File: src/rtl/irt_pkg.sv
`timescale 1ns/1ps
package irt_pkg;
  // entry field positions, decoded by the delivery side
  localparam int VEC_LSB   = 0;
  localparam int MODE_LSB  = 8;
  localparam int DMODE_BIT = 11;
  localparam int POL_BIT   = 13;
  localparam int TRIG_BIT  = 15;
  localparam int MASK_BIT  = 16;
  localparam int DEST_LSB  = 56;

  localparam logic [7:0] IRT_VERSION = 8'h11;
  localparam logic [7:0] ADDR_SEL    = 8'h00;
  localparam logic [7:0] ADDR_WIN    = 8'h10;
  localparam logic [7:0] SEL_ID      = 8'h00;
  localparam logic [7:0] SEL_VER     = 8'h01;
  localparam logic [7:0] SEL_TBL     = 8'h10;
  localparam logic [31:0] LO_RESET   = 32'h0001_0000;

  typedef struct packed {
    logic [7:0] dest;
    logic [7:0] vector;
    logic [2:0] mode;
    logic       dmode;
    logic       pol;
    logic       trig;
  } dlv_t;

  function automatic dlv_t unpack_entry(input logic [63:0] e);
    dlv_t d;
    d.dest   = e[DEST_LSB +: 8];
    d.vector = e[VEC_LSB +: 8];
    d.mode   = e[MODE_LSB +: 3];
    d.dmode  = e[DMODE_BIT];
    d.pol    = e[POL_BIT];
    d.trig   = e[TRIG_BIT];
    return d;
  endfunction
endpackage

File: src/rtl/irt_entry_ram.sv
`timescale 1ns/1ps
module irt_entry_ram
  import irt_pkg::*;
#(
  parameter int NPINS = 24,
  parameter int IW    = $clog2(NPINS + 1)
) (
  input  logic          clk,
  input  logic          rst,
  input  logic          we,
  input  logic          whi,
  input  logic [IW-1:0] waddr,
  input  logic [31:0]   wdata,
  input  logic [IW-1:0] ra_a,
  input  logic [IW-1:0] ra_b,
  input  logic [IW-1:0] ra_c,
  output logic [63:0]   rd_a,
  output logic [63:0]   rd_b,
  output logic [63:0]   rd_c
);
  logic [31:0] lo_q [NPINS];
  logic [31:0] hi_q [NPINS];

  always_ff @(posedge clk) begin
    if (rst) begin
      for (int i = 0; i < NPINS; i++) begin
        lo_q[i] <= LO_RESET;
        hi_q[i] <= '0;
      end
    end else if (we) begin
      if (whi) hi_q[waddr] <= wdata;
      else     lo_q[waddr] <= wdata;
    end
  end

  assign rd_a = {hi_q[ra_a], lo_q[ra_a]};
  assign rd_b = {hi_q[ra_b], lo_q[ra_b]};
  assign rd_c = {hi_q[ra_c], lo_q[ra_c]};

  // a low-half write is visible through the bus read port next cycle
  p_low_write_lands_r4: assert property (@(posedge clk) disable iff (rst)
    (we && !whi && (ra_a == waddr)) |=> (rd_a[31:0] == $past(wdata)));
endmodule

File: src/rtl/irt_bus_regs.sv
`timescale 1ns/1ps
module irt_bus_regs
  import irt_pkg::*;
#(
  parameter int NPINS = 24,
  parameter int IW    = $clog2(NPINS + 1)
) (
  input  logic          clk,
  input  logic          rst,
  input  logic          bus_wr,
  input  logic          bus_rd,
  input  logic [7:0]    bus_addr,
  input  logic [31:0]   bus_wdata,
  output logic [31:0]   bus_rdata,
  output logic          ram_we,
  output logic          ram_whi,
  output logic [IW-1:0] ram_addr,
  output logic [31:0]   ram_wdata,
  input  logic [63:0]   ram_rdata
);
  localparam logic [7:0]  LAST_PIN = 8'(NPINS - 1);
  localparam logic [31:0] VER_WORD = {8'h00, LAST_PIN, 8'h00, IRT_VERSION};

  logic [7:0]  sel_q;
  logic [7:0]  id_q;
  logic [31:0] rdata_q;
  logic [7:0]  rel;
  logic [7:0]  ent_idx;
  logic        tbl_hit;
  logic [31:0] win_data;

  assign rel     = sel_q - SEL_TBL;
  assign ent_idx = {1'b0, rel[7:1]};
  assign tbl_hit = (sel_q >= SEL_TBL) && (ent_idx < 8'(NPINS));

  assign ram_addr  = tbl_hit ? ent_idx[IW-1:0] : '0;
  assign ram_whi   = sel_q[0];
  assign ram_wdata = bus_wdata;
  assign ram_we    = bus_wr && (bus_addr == ADDR_WIN) && tbl_hit;

  always_comb begin
    if (sel_q == SEL_ID)       win_data = {id_q, 24'h0};
    else if (sel_q == SEL_VER) win_data = VER_WORD;
    else if (tbl_hit)          win_data = sel_q[0] ? ram_rdata[63:32] : ram_rdata[31:0];
    else                       win_data = '0;
  end

  always_ff @(posedge clk) begin
    if (rst) begin
      sel_q   <= '0;
      id_q    <= '0;
      rdata_q <= '0;
    end else begin
      if (bus_wr && bus_addr == ADDR_SEL) sel_q <= bus_wdata[7:0];
      if (bus_wr && bus_addr == ADDR_WIN && sel_q == SEL_ID) id_q <= bus_wdata[31:24];
      if (bus_rd) begin
        if (bus_addr == ADDR_SEL)      rdata_q <= {24'h0, sel_q};
        else if (bus_addr == ADDR_WIN) rdata_q <= win_data;
        else                           rdata_q <= '0;
      end
    end
  end

  assign bus_rdata = rdata_q;

  // select register takes the low byte of a write to offset 0
  p_sel_write_r2: assert property (@(posedge clk) disable iff (rst)
    (bus_wr && bus_addr == ADDR_SEL) |=> (sel_q == $past(bus_wdata[7:0])));
  // ID takes the top byte of a window write while select is 0
  p_id_write_r3: assert property (@(posedge clk) disable iff (rst)
    (bus_wr && bus_addr == ADDR_WIN && sel_q == SEL_ID) |=> (id_q == $past(bus_wdata[31:24])));
endmodule

File: src/rtl/irt_pending.sv
`timescale 1ns/1ps
module irt_pending
  import irt_pkg::*;
#(
  parameter int NPINS = 24,
  parameter int IW    = $clog2(NPINS + 1)
) (
  input  logic          clk,
  input  logic          rst,
  input  logic          pin_we,
  input  logic [IW-1:0] pin_idx,
  input  logic          pin_level,
  input  logic          pin_is_level,
  input  logic          clr,
  input  logic [IW-1:0] clr_idx,
  input  logic [IW-1:0] scan_idx,
  input  logic          scan_is_level,
  output logic          scan_pend
);
  logic [NPINS-1:0] lvl_q;
  logic [NPINS-1:0] edge_q;
  logic [NPINS-1:0] clr_mask;
  logic             pin_ok;

  assign pin_ok = pin_we && (pin_idx < IW'(NPINS));

  always_comb begin
    clr_mask = '0;
    if (clr) clr_mask[clr_idx] = 1'b1;
  end

  // a new edge on the pin being cleared wins, so it is never lost
  always_ff @(posedge clk) begin
    if (rst) begin
      lvl_q  <= '0;
      edge_q <= '0;
    end else begin
      edge_q <= edge_q & ~clr_mask;
      if (pin_ok) begin
        lvl_q[pin_idx] <= pin_level;
        if (pin_level && !lvl_q[pin_idx] && !pin_is_level)
          edge_q[pin_idx] <= 1'b1;
      end
    end
  end

  assign scan_pend = scan_is_level ? lvl_q[scan_idx] : edge_q[scan_idx];

  // an edge flag is only ever dropped by the scanner's clear
  p_edge_kept_r6: assert property (@(posedge clk) disable iff (rst)
    (($past(edge_q) & ~$past(clr_mask) & ~edge_q) == '0));
  // the stored level follows every in-range update
  p_level_follows_r7: assert property (@(posedge clk) disable iff (rst)
    pin_ok |=> (lvl_q[$past(pin_idx)] == $past(pin_level)));
  // out-of-range pin numbers leave the levels alone
  p_pin_ignored_r9: assert property (@(posedge clk) disable iff (rst)
    (pin_we && !pin_ok) |=> $stable(lvl_q));
endmodule

File: src/rtl/irt_scan.sv
`timescale 1ns/1ps
module irt_scan
  import irt_pkg::*;
#(
  parameter int NPINS = 24,
  parameter int IW    = $clog2(NPINS + 1)
) (
  input  logic          clk,
  input  logic          rst,
  input  logic [63:0]   ent,
  input  logic          pend,
  output logic [IW-1:0] idx,
  output logic          clr,
  output logic          dlv_valid,
  input  logic          dlv_ready,
  output dlv_t          dlv
);
  localparam logic [IW-1:0] LAST = IW'(NPINS - 1);

  logic [IW-1:0] idx_q;
  logic          v_q;
  dlv_t          pay_q;
  logic          held;
  logic          elig;

  assign held = v_q && !dlv_ready;
  assign elig = pend && !ent[MASK_BIT];
  assign clr  = !held && elig && !ent[TRIG_BIT];

  always_ff @(posedge clk) begin
    if (rst) begin
      idx_q <= '0;
      v_q   <= 1'b0;
      pay_q <= '0;
    end else if (!held) begin
      idx_q <= (idx_q == LAST) ? '0 : idx_q + 1'b1;
      v_q   <= elig;
      if (elig) pay_q <= unpack_entry(ent);
    end
  end

  assign idx       = idx_q;
  assign dlv_valid = v_q;
  assign dlv       = pay_q;

  // a stalled request keeps valid and payload
  p_stall_hold_r11: assert property (@(posedge clk) disable iff (rst)
    (dlv_valid && !dlv_ready) |=> (dlv_valid && dlv == $past(dlv)));
  // the pointer freezes during a stall
  p_scan_freeze_r11: assert property (@(posedge clk) disable iff (rst)
    (dlv_valid && !dlv_ready) |=> (idx == $past(idx)));
  // the pointer never leaves the table
  p_idx_range_r10: assert property (@(posedge clk) disable iff (rst)
    (idx < IW'(NPINS)));
endmodule

File: src/rtl/irq_redirect_table.sv
`timescale 1ns/1ps
module irq_redirect_table
  import irt_pkg::*;
#(
  parameter int NPINS = 24,
  parameter int IW    = $clog2(NPINS + 1)
) (
  input  logic          clk,
  input  logic          rst,
  input  logic          bus_wr,
  input  logic          bus_rd,
  input  logic [7:0]    bus_addr,
  input  logic [31:0]   bus_wdata,
  output logic [31:0]   bus_rdata,
  input  logic          pin_we,
  input  logic [IW-1:0] pin_idx,
  input  logic          pin_level,
  output logic          dlv_valid,
  input  logic          dlv_ready,
  output logic [7:0]    dlv_dest,
  output logic          dlv_dest_mode,
  output logic [2:0]    dlv_mode,
  output logic [7:0]    dlv_vector,
  output logic          dlv_polarity,
  output logic          dlv_trigger
);
  logic          ram_we, ram_whi;
  logic [IW-1:0] ram_addr;
  logic [31:0]   ram_wdata;
  logic [63:0]   bus_ent, scan_ent, pin_ent;
  logic [IW-1:0] pin_raddr, scan_idx;
  logic          scan_pend, clr;
  dlv_t          dlv;

  assign pin_raddr = (pin_idx < IW'(NPINS)) ? pin_idx : '0;

  irt_bus_regs #(.NPINS(NPINS), .IW(IW)) u_regs (
    .clk(clk), .rst(rst), .bus_wr(bus_wr), .bus_rd(bus_rd),
    .bus_addr(bus_addr), .bus_wdata(bus_wdata), .bus_rdata(bus_rdata),
    .ram_we(ram_we), .ram_whi(ram_whi), .ram_addr(ram_addr),
    .ram_wdata(ram_wdata), .ram_rdata(bus_ent));

  irt_entry_ram #(.NPINS(NPINS), .IW(IW)) u_ram (
    .clk(clk), .rst(rst), .we(ram_we), .whi(ram_whi), .waddr(ram_addr),
    .wdata(ram_wdata), .ra_a(ram_addr), .ra_b(scan_idx), .ra_c(pin_raddr),
    .rd_a(bus_ent), .rd_b(scan_ent), .rd_c(pin_ent));

  irt_pending #(.NPINS(NPINS), .IW(IW)) u_pend (
    .clk(clk), .rst(rst), .pin_we(pin_we), .pin_idx(pin_idx),
    .pin_level(pin_level), .pin_is_level(pin_ent[TRIG_BIT]),
    .clr(clr), .clr_idx(scan_idx), .scan_idx(scan_idx),
    .scan_is_level(scan_ent[TRIG_BIT]), .scan_pend(scan_pend));

  irt_scan #(.NPINS(NPINS), .IW(IW)) u_scan (
    .clk(clk), .rst(rst), .ent(scan_ent), .pend(scan_pend), .idx(scan_idx),
    .clr(clr), .dlv_valid(dlv_valid), .dlv_ready(dlv_ready), .dlv(dlv));

  assign dlv_dest      = dlv.dest;
  assign dlv_dest_mode = dlv.dmode;
  assign dlv_mode      = dlv.mode;
  assign dlv_vector    = dlv.vector;
  assign dlv_polarity  = dlv.pol;
  assign dlv_trigger   = dlv.trig;

  // nothing is offered in the first cycle after reset
  p_quiet_after_reset_r1: assert property (@(posedge clk)
    $past(rst) |-> !dlv_valid);
endmodule

File: config.mk
export PLATFORM = sky130hd
export DESIGN_NAME = irq_redirect_table
export DESIGN_NICKNAME = d
export VERILOG_FILES = /design/src/rtl/irt_pkg.sv /design/src/rtl/irt_entry_ram.sv /design/src/rtl/irt_bus_regs.sv /design/src/rtl/irt_pending.sv /design/src/rtl/irt_scan.sv /design/src/rtl/irq_redirect_table.sv
export SDC_FILE = /design/constraint.sdc
export NUM_CORES = 2
export LEC_CHECK = 0
export ABC_AREA = 0
export BUFFER_PORTS_ARGS = -buffer_cell sky130_fd_sc_hd__buf_2
export CELL_PAD_IN_SITES_DETAIL_PLACEMENT = 1
export CELL_PAD_IN_SITES_GLOBAL_PLACEMENT = 1
export CORE_MARGIN = 2
export CORE_UTILIZATION = 25
export CTS_CLUSTER_SIZE = 40
export DETAILED_ROUTE_END_ITERATION = 16
export GPL_TIMING_DRIVEN = 0
export PLACE_DENSITY_LB_ADDON = 0.1
export SKIP_CTS_REPAIR_TIMING = 1
export SLEW_MARGIN = 25
export SYNTH_ARGS = -nofsm -noshare
export SYNTH_HDL_FRONTEND = slang
export SYNTH_HIERARCHICAL = 1
export SYNTH_SLANG_ARGS = --single-unit
export TNS_END_PERCENT = 10
File: constraint.sdc
create_clock -name clk -period 6.1 [get_ports clk]
set_clock_uncertainty 0.15 [all_clocks]
set_input_delay 0.915 -clock clk [delete_from_list [all_inputs] [get_ports clk]]
set_output_delay 0.915 -clock clk [all_outputs]
set_load 0.01 [all_outputs]
Yosys cells after proc, flatten, opt, wreduce, memory -nomap -nowiden
Memory sizes are Yosys's and may differ from the RTL's. A register that Yosys moved wholly into a read port is not among the register bits.
Index checks and enable logic that the tools add are counted.
{ "op_classes": {"add_sub_neg": 2, "mul": 0, "div_mod_pow": 0, "magnitude_cmp": 7, "eq_ne": 3, "n_shift": 0, "muxes": 42, "bitwise": 4, "reduce_logical": 25} }
{ "ops": {"columns": ["operator", "count"], "rows": [
  ["32-bit two-way mux", 8],
  ["24-bit two-way mux", 3],
  ["32-bit OR reduction", 2],
  ["5-bit two-way mux", 7],
  ["24-bit bitwise AND", 1],
  ["24-bit bitwise mux", 1],
  ["24-bit NOT", 1],
  ["24-bit bitwise OR", 1],
  ["1-bit two-way mux", 18],
  ["8-bit zero test", 2],
  ["1-bit binary-select mux with 5-bit select", 3],
  ["1-bit logical AND", 14],
  ["5-bit by 6-bit < comparator with 1-bit output (second input constant)", 2],
  ["1-bit demux with 5-bit select", 2],
  ["5-bit by 1-bit >= comparator with 1-bit output (second input constant)", 2],
  ["8-bit by 1-bit == test with 1-bit output (second input constant)", 1],
  ["8-bit by 5-bit == test with 1-bit output (second input constant)", 1],
  ["8-bit by 5-bit >= comparator with 1-bit output (second input constant)", 1],
  ["8-bit by 5-bit subtractor with 8-bit output (second input constant)", 1],
  ["7-bit by 5-bit < comparator with 1-bit output (second input constant)", 1],
  ["1-bit zero test", 6],
  ["5-bit by 1-bit adder with 5-bit output (second input constant)", 1],
  ["5-bit == test (second input constant)", 1],
  ["5-bit < comparator (second input constant)", 1],
  ["2 further kinds", 2]
]} }
{ "totals": {"ff_bits": 116, "latchBits": 0, "ramBits": 1536, "rom_bits": 0, "inputBits": 52, "output_inout_bits": 55, "wordCells": 97, "mem_count": 2} }
{ "mem_list": {"columns": ["memory", "words", "word_bits", "rd", "rd_clocked_by_memory_dff", "wr", "line_no", "source"], "rows": [
  ["u_ram.hi_q", 24, 32, 2, 1, 24, "irt_entry_ram.sv:22", "logic [31:0] hi_q [NPINS];"],
  ["u_ram.lo_q", 24, 32, 3, 1, 24, "irt_entry_ram.sv:21", "logic [31:0] lo_q [NPINS];"]
]} }

Depth between registers and ports, before layout
{ "depth": {"ltp_word": 12, "depth_mapped": 20, "depth_no_buf": 14} }

Modules after synthesis
The synthesis kept the hierarchy.
{ "by_module_without_submodules": {"columns": ["module", "instances", "cells_each", "area_each_um2", "seq_area_each_um2"], "rows": [
  ["irt_entry_ram", 1, 8790, 121368.9, 61499.0],
  ["irt_bus_regs", 1, 365, 2982.9, 960.9],
  ["irt_pending", 1, 300, 2969.1, 960.9],
  ["irt_scan", 1, 135, 1121.1, 560.5],
  ["irq_redirect_table", 1, 5, 37.5, 0.0]
]} }

Worst setup path after synthesis
OpenSTA, ideal clock, no wires.
{ "synth_path": {"path_type": "input to register", "startpoint": "input port bus_addr[1]", "endpoint": "memory u_ram.lo_q[27][0] (enable)", "setup_ns": 0.421, "arrival_time_ns": 4.211, "t_required_ns": 5.529, "slack_ns": 1.318, "cell_stages": 9, "n_path_buf": 3, "path_cell_list": "or4_1 > buf_2 > or3_1 > clkbuf_1 > nor2_1 > nor3b_2 > nand3_1 > clkbuf_1 > nor2_1"} }
{ "synth_rtl": {"columns": ["element", "line_no", "source"], "rows": [
  ["start, declared", "irq_redirect_table.sv:12", "input logic [7:0] bus_addr,"],
  ["end, declared", "irt_entry_ram.sv:21", null]
]} }

Final worst setup path
{ "layout_path": {"startpoint": "register u_regs.sel_q[4]", "endpoint": "register u_regs.rdata_q[22], in the netlist u_regs/bus_rdata[22]"} }
{ "layout_between": {"elab_chain_cells": 11, "word_cells_on_any_way": 15, "classes_between": "add/sub (1); order compare (2); eq/ne (1); mux (7); reduce/logical (2); memory (2)"} }
{ "layout_lines": {"columns": ["element", "line_no", "source"], "rows": [
  ["start, declared", "irt_bus_regs.sv:24", "logic [7:0] sel_q;"],
  ["start signal, assigned", "irt_bus_regs.sv:54", "if (bus_wr && bus_addr == ADDR_SEL) sel_q <= bus_wdata[7:0];"],
  ["8-bit by 5-bit subtractor with 8-bit output", "irt_bus_regs.sv:32", "assign rel = sel_q - SEL_TBL;"],
  ["7-bit by 5-bit < comparator with 1-bit output", "irt_bus_regs.sv:34", "assign tbl_hit = (sel_q >= SEL_TBL) && (ent_idx < 8'(NPINS));"],
  ["1-bit logical AND", "irt_bus_regs.sv:34", null],
  ["5-bit two-way mux *", "irt_bus_regs.sv:36", "assign ram_addr = tbl_hit ? ent_idx[IW-1:0] : '0;"],
  ["named net ram_addr[4]", "irq_redirect_table.sv:28", "logic [IW-1:0] ram_addr;"],
  ["memory 24 x 32 bit *", null, null],
  ["named net bus_ent[22]", "irq_redirect_table.sv:30", "logic [63:0] bus_ent, scan_ent, pin_ent;"],
  ["32-bit two-way mux * (2 in a row)", "irt_bus_regs.sv:44", "else if (tbl_hit) win_data = sel_q[0] ? ram_rdata[63:32] : ram_rdata[31:0];"],
  ["32-bit two-way mux *", "irt_bus_regs.sv:43", "else if (sel_q == SEL_VER) win_data = VER_WORD;"],
  ["32-bit two-way mux *", "irt_bus_regs.sv:42", "if (sel_q == SEL_ID) win_data = {id_q, 24'h0};"],
  ["32-bit two-way mux *", "irt_bus_regs.sv:58", "else if (bus_addr == ADDR_WIN) rdata_q <= win_data;"],
  ["32-bit two-way mux *", "irt_bus_regs.sv:57", "if (bus_addr == ADDR_SEL) rdata_q <= {24'h0, sel_q};"],
  ["end signal, assigned", "irt_bus_regs.sv:57", null],
  ["end signal, assigned", "irt_bus_regs.sv:58", null],
  ["end, declared", "irt_bus_regs.sv:26", "logic [31:0] rdata_q;"]
]} }
Mark *: on every way through the listed nets, which the timed path passes. The rest lies on a longest branch.
A chain may end at the register's enable or synchronous reset.

==> results.md <==
- Status: finished, violations left
- Violated checks: negative setup slack
- Slew @ Worst Pin: 1190 ps
- Relative slew slack: 20.6%
- Inst Count DP: 12937
- Crit path launch type: flop
- Syn Nets: 7260
- Clk sinks: 2172
- Post-Syn Instances: 7205
- Total GRT Usage: 30.8%
- Crit-path leading delay family: simple AND/OR/NAND/NOR gates
- Initial Utilization: 25.1%
- Num CTS Buffers: 277
- Final worst slack: -202 ps
- Layout area overhead: 20.6%
- Detailed Route WL: 658000 um
- Overall Power: 36.0 mW
- IO Port Bufs: 87
- Final count of pins violating max slew: 0
- Max Root-Sink Buffers: 4
- Minimum clock period: 6300 ps
- First-pass GRT wire length: 822000 um
- Final #Nets: 7813
- DIE HEIGHT: 647 um
- Cell Area, Synth: 103000 um2
- Critical path, cell by cell: inv_1 > ha_1 > o41ai_4 > buf_4 > buf_4 > nand2_1 > nor2_4 > buf_12 > clkbuf_4 > nor2b_1 > buf_4 > buf_6 > a22oi_1 > nand3_1 > nand4_1 > mux2_4 > nand4_1 > a21oi_1
- VDD IR-drop max: 0.000183 V
- Crit-path max cell delay: 940 ps
- R2r startpoint: u_regs/sel_q[4]$_SDFFE_PP0P_
- Worst Path Arrival: 6940 ps
- Hold wc startpoint: bus_wdata[31]
- Fillers: 43296
- First-pass detailed-route iteration total: 5
- Critical-path maximum fanout: 10
- Chip Width: 647 um
- Critical path's slowest cell: nand4_1
- Residual DRC: 0
- Achievable Freq: 0.159 GHz
- Antenna violations before repair: 137
- HP Class: input port to flop
- Io pins: 107
- H-tree depth: 5
- CTS clk-pin slew, worst paths: 60 ps
- WL/cell: 48.7 um
- Hpwl dp: 491000 um
- Grt total ovfl: 0
- Vias in the first global route: 71600
- Yosys warning count: 6
- Net Sw Power: 9.39 mW
- Pin count of the biggest net entering global routing: 33
- Worst skew pair latency: 960 ps
- Critical path buffer and inverter count: 7
- Gate power share: 7.8%
- Share of cells above drive strength 1: 21.9%
- Total of max-cap violations: 0
- DR vias/cell: 5.55
- Leakage: 40.7 nW
- Flop2flop setup slack: -200 ps
- Final Hold Viols: 0
- P_int: 26.6 mW
- ANT nets after route: 0
- Crit path kind: flop to flop
- FP Rows: 236
- Final std cells w/o fill: 13519
- Critical Path End Type: flop
- CTS tree: built
- # setup viols final: 9
- CP required: 6740 ps
- Mean Syn Cell Area: 14.3 um2
- Switching Fraction: 26.1%
- Final worst-path cycle share: 103%
- Sequential power share: 47.3%
- Core area: 413000 um2
- CP startpoint: u_regs/sel_q[4]$_SDFFE_PP0P_
- Via count: 74983
- Clk pwr share: 44.8%
- Gpl congestion: 0.986
- Root Buffer: clkbuf_16
- Worst path most repeated cell: buf_4
- Drt initial violations: 11987
- Total die area: 419000 um2
- Pwr Density: 289 nW/um2
-- sequential cells by signal, indices dropped and copies added (netlist names) --
signal            flops
u_pend/edge_q        24
u_pend/lvl_q         24
u_ram/hi_q         1024
u_ram/lo_q         1024
u_regs/bus_rdata     32
u_regs/id_q           8
u_regs/sel_q          8
u_scan/dlv           22
u_scan/dlv_valid      1
u_scan/idx            5
-- through the flow --
stage / utilization (%) / area [um2] / worst slack (ps) / hold slack, ps / TNS, ps
floorplan: - / 103000 / 1320 / 289 / 0
global placement: 26.8 / 111000 / -4270 / 305 / -2883100
detailed placement: 27.9 / 115000 / -2370 / 306 / -379130
CTS: 29.9 / 123000 / -2320 / 9.89 / -419380
global route: 30.2 / 125000 / -19.0 / 65.9 / -37.5
finish: 30.2 / 125000 / -202 / 57.5 / -617
-- power by group through the flow --
stage          combinational (mW)  clock, mW  sequential, mW
2_1_floorplan                1.16          0            17.2
6_report                     2.82       16.1            17.0
4_1_cts                      2.73       16.4            17.0
5_1_grt                      2.79       16.8            17.1
3_5_place_dp                 2.72          0            17.3
3_3_place_gp                 2.61          0            17.3
-- metal layers --
layer,vias to the layer above,global-route usage (%),part of all wire (%)
met5,-,0,0.034
met3,1032,7.57,9.5
li1,28320,-,-
met1,41077,40.2,40
met4,30,17.8,6.9
met2,4524,46.3,43
-- worst paths after layout --
check / end / depth (start not counted)
worst max register to register: u_regs/bus_rdata[22]$_SDFFE_PP0P_ / 18
worst min-delay path: u_regs/id_q[7]$_SDFFE_PP0P_ / 3
worst min register to register: u_regs/bus_rdata[9]$_SDFFE_PP0P_ / 2
worst max-delay path: u_regs/bus_rdata[22]$_SDFFE_PP0P_ / 18
-- worst min-delay path: stages --
cell	delay (ps)
buf_2	100
nand3_1	60
a21oi_1	60
-- area by class of cell --
cell class	count	area [um2]	area share, %
Antenna cell	64	160	0.128
Buffer	878	4810	3.86
Inverter	10	37.5	0.0301
Clock buffer	363	7530	6.04
Timing Repair Buffer	277	4400	3.53
Clock inverter	139	1000	0.805
Sequential cell	2172	64000	51.3
Multi-Input combinational cell	4142	35900	28.8
Tap cell	5474	6850	5.49
-- layout by cell type, fill, tap and decap left out, drive strengths merged, types with 29 or more instances in the layout --
cell type and n:
mux4 420, clkbuf 894, dfxtp 124, diode 64, mux2i 629, and2 1534, or2 54, nor2 130
or3 30, a21oi 108, mux2 29, nand4 119, o21ai 42, a22oi 418, clkinv 117, edfxtp 2048
buf 623, nand3 196, nor2b 62, nand2 113
No activity file was read; power rests on OpenSTA's default activity.
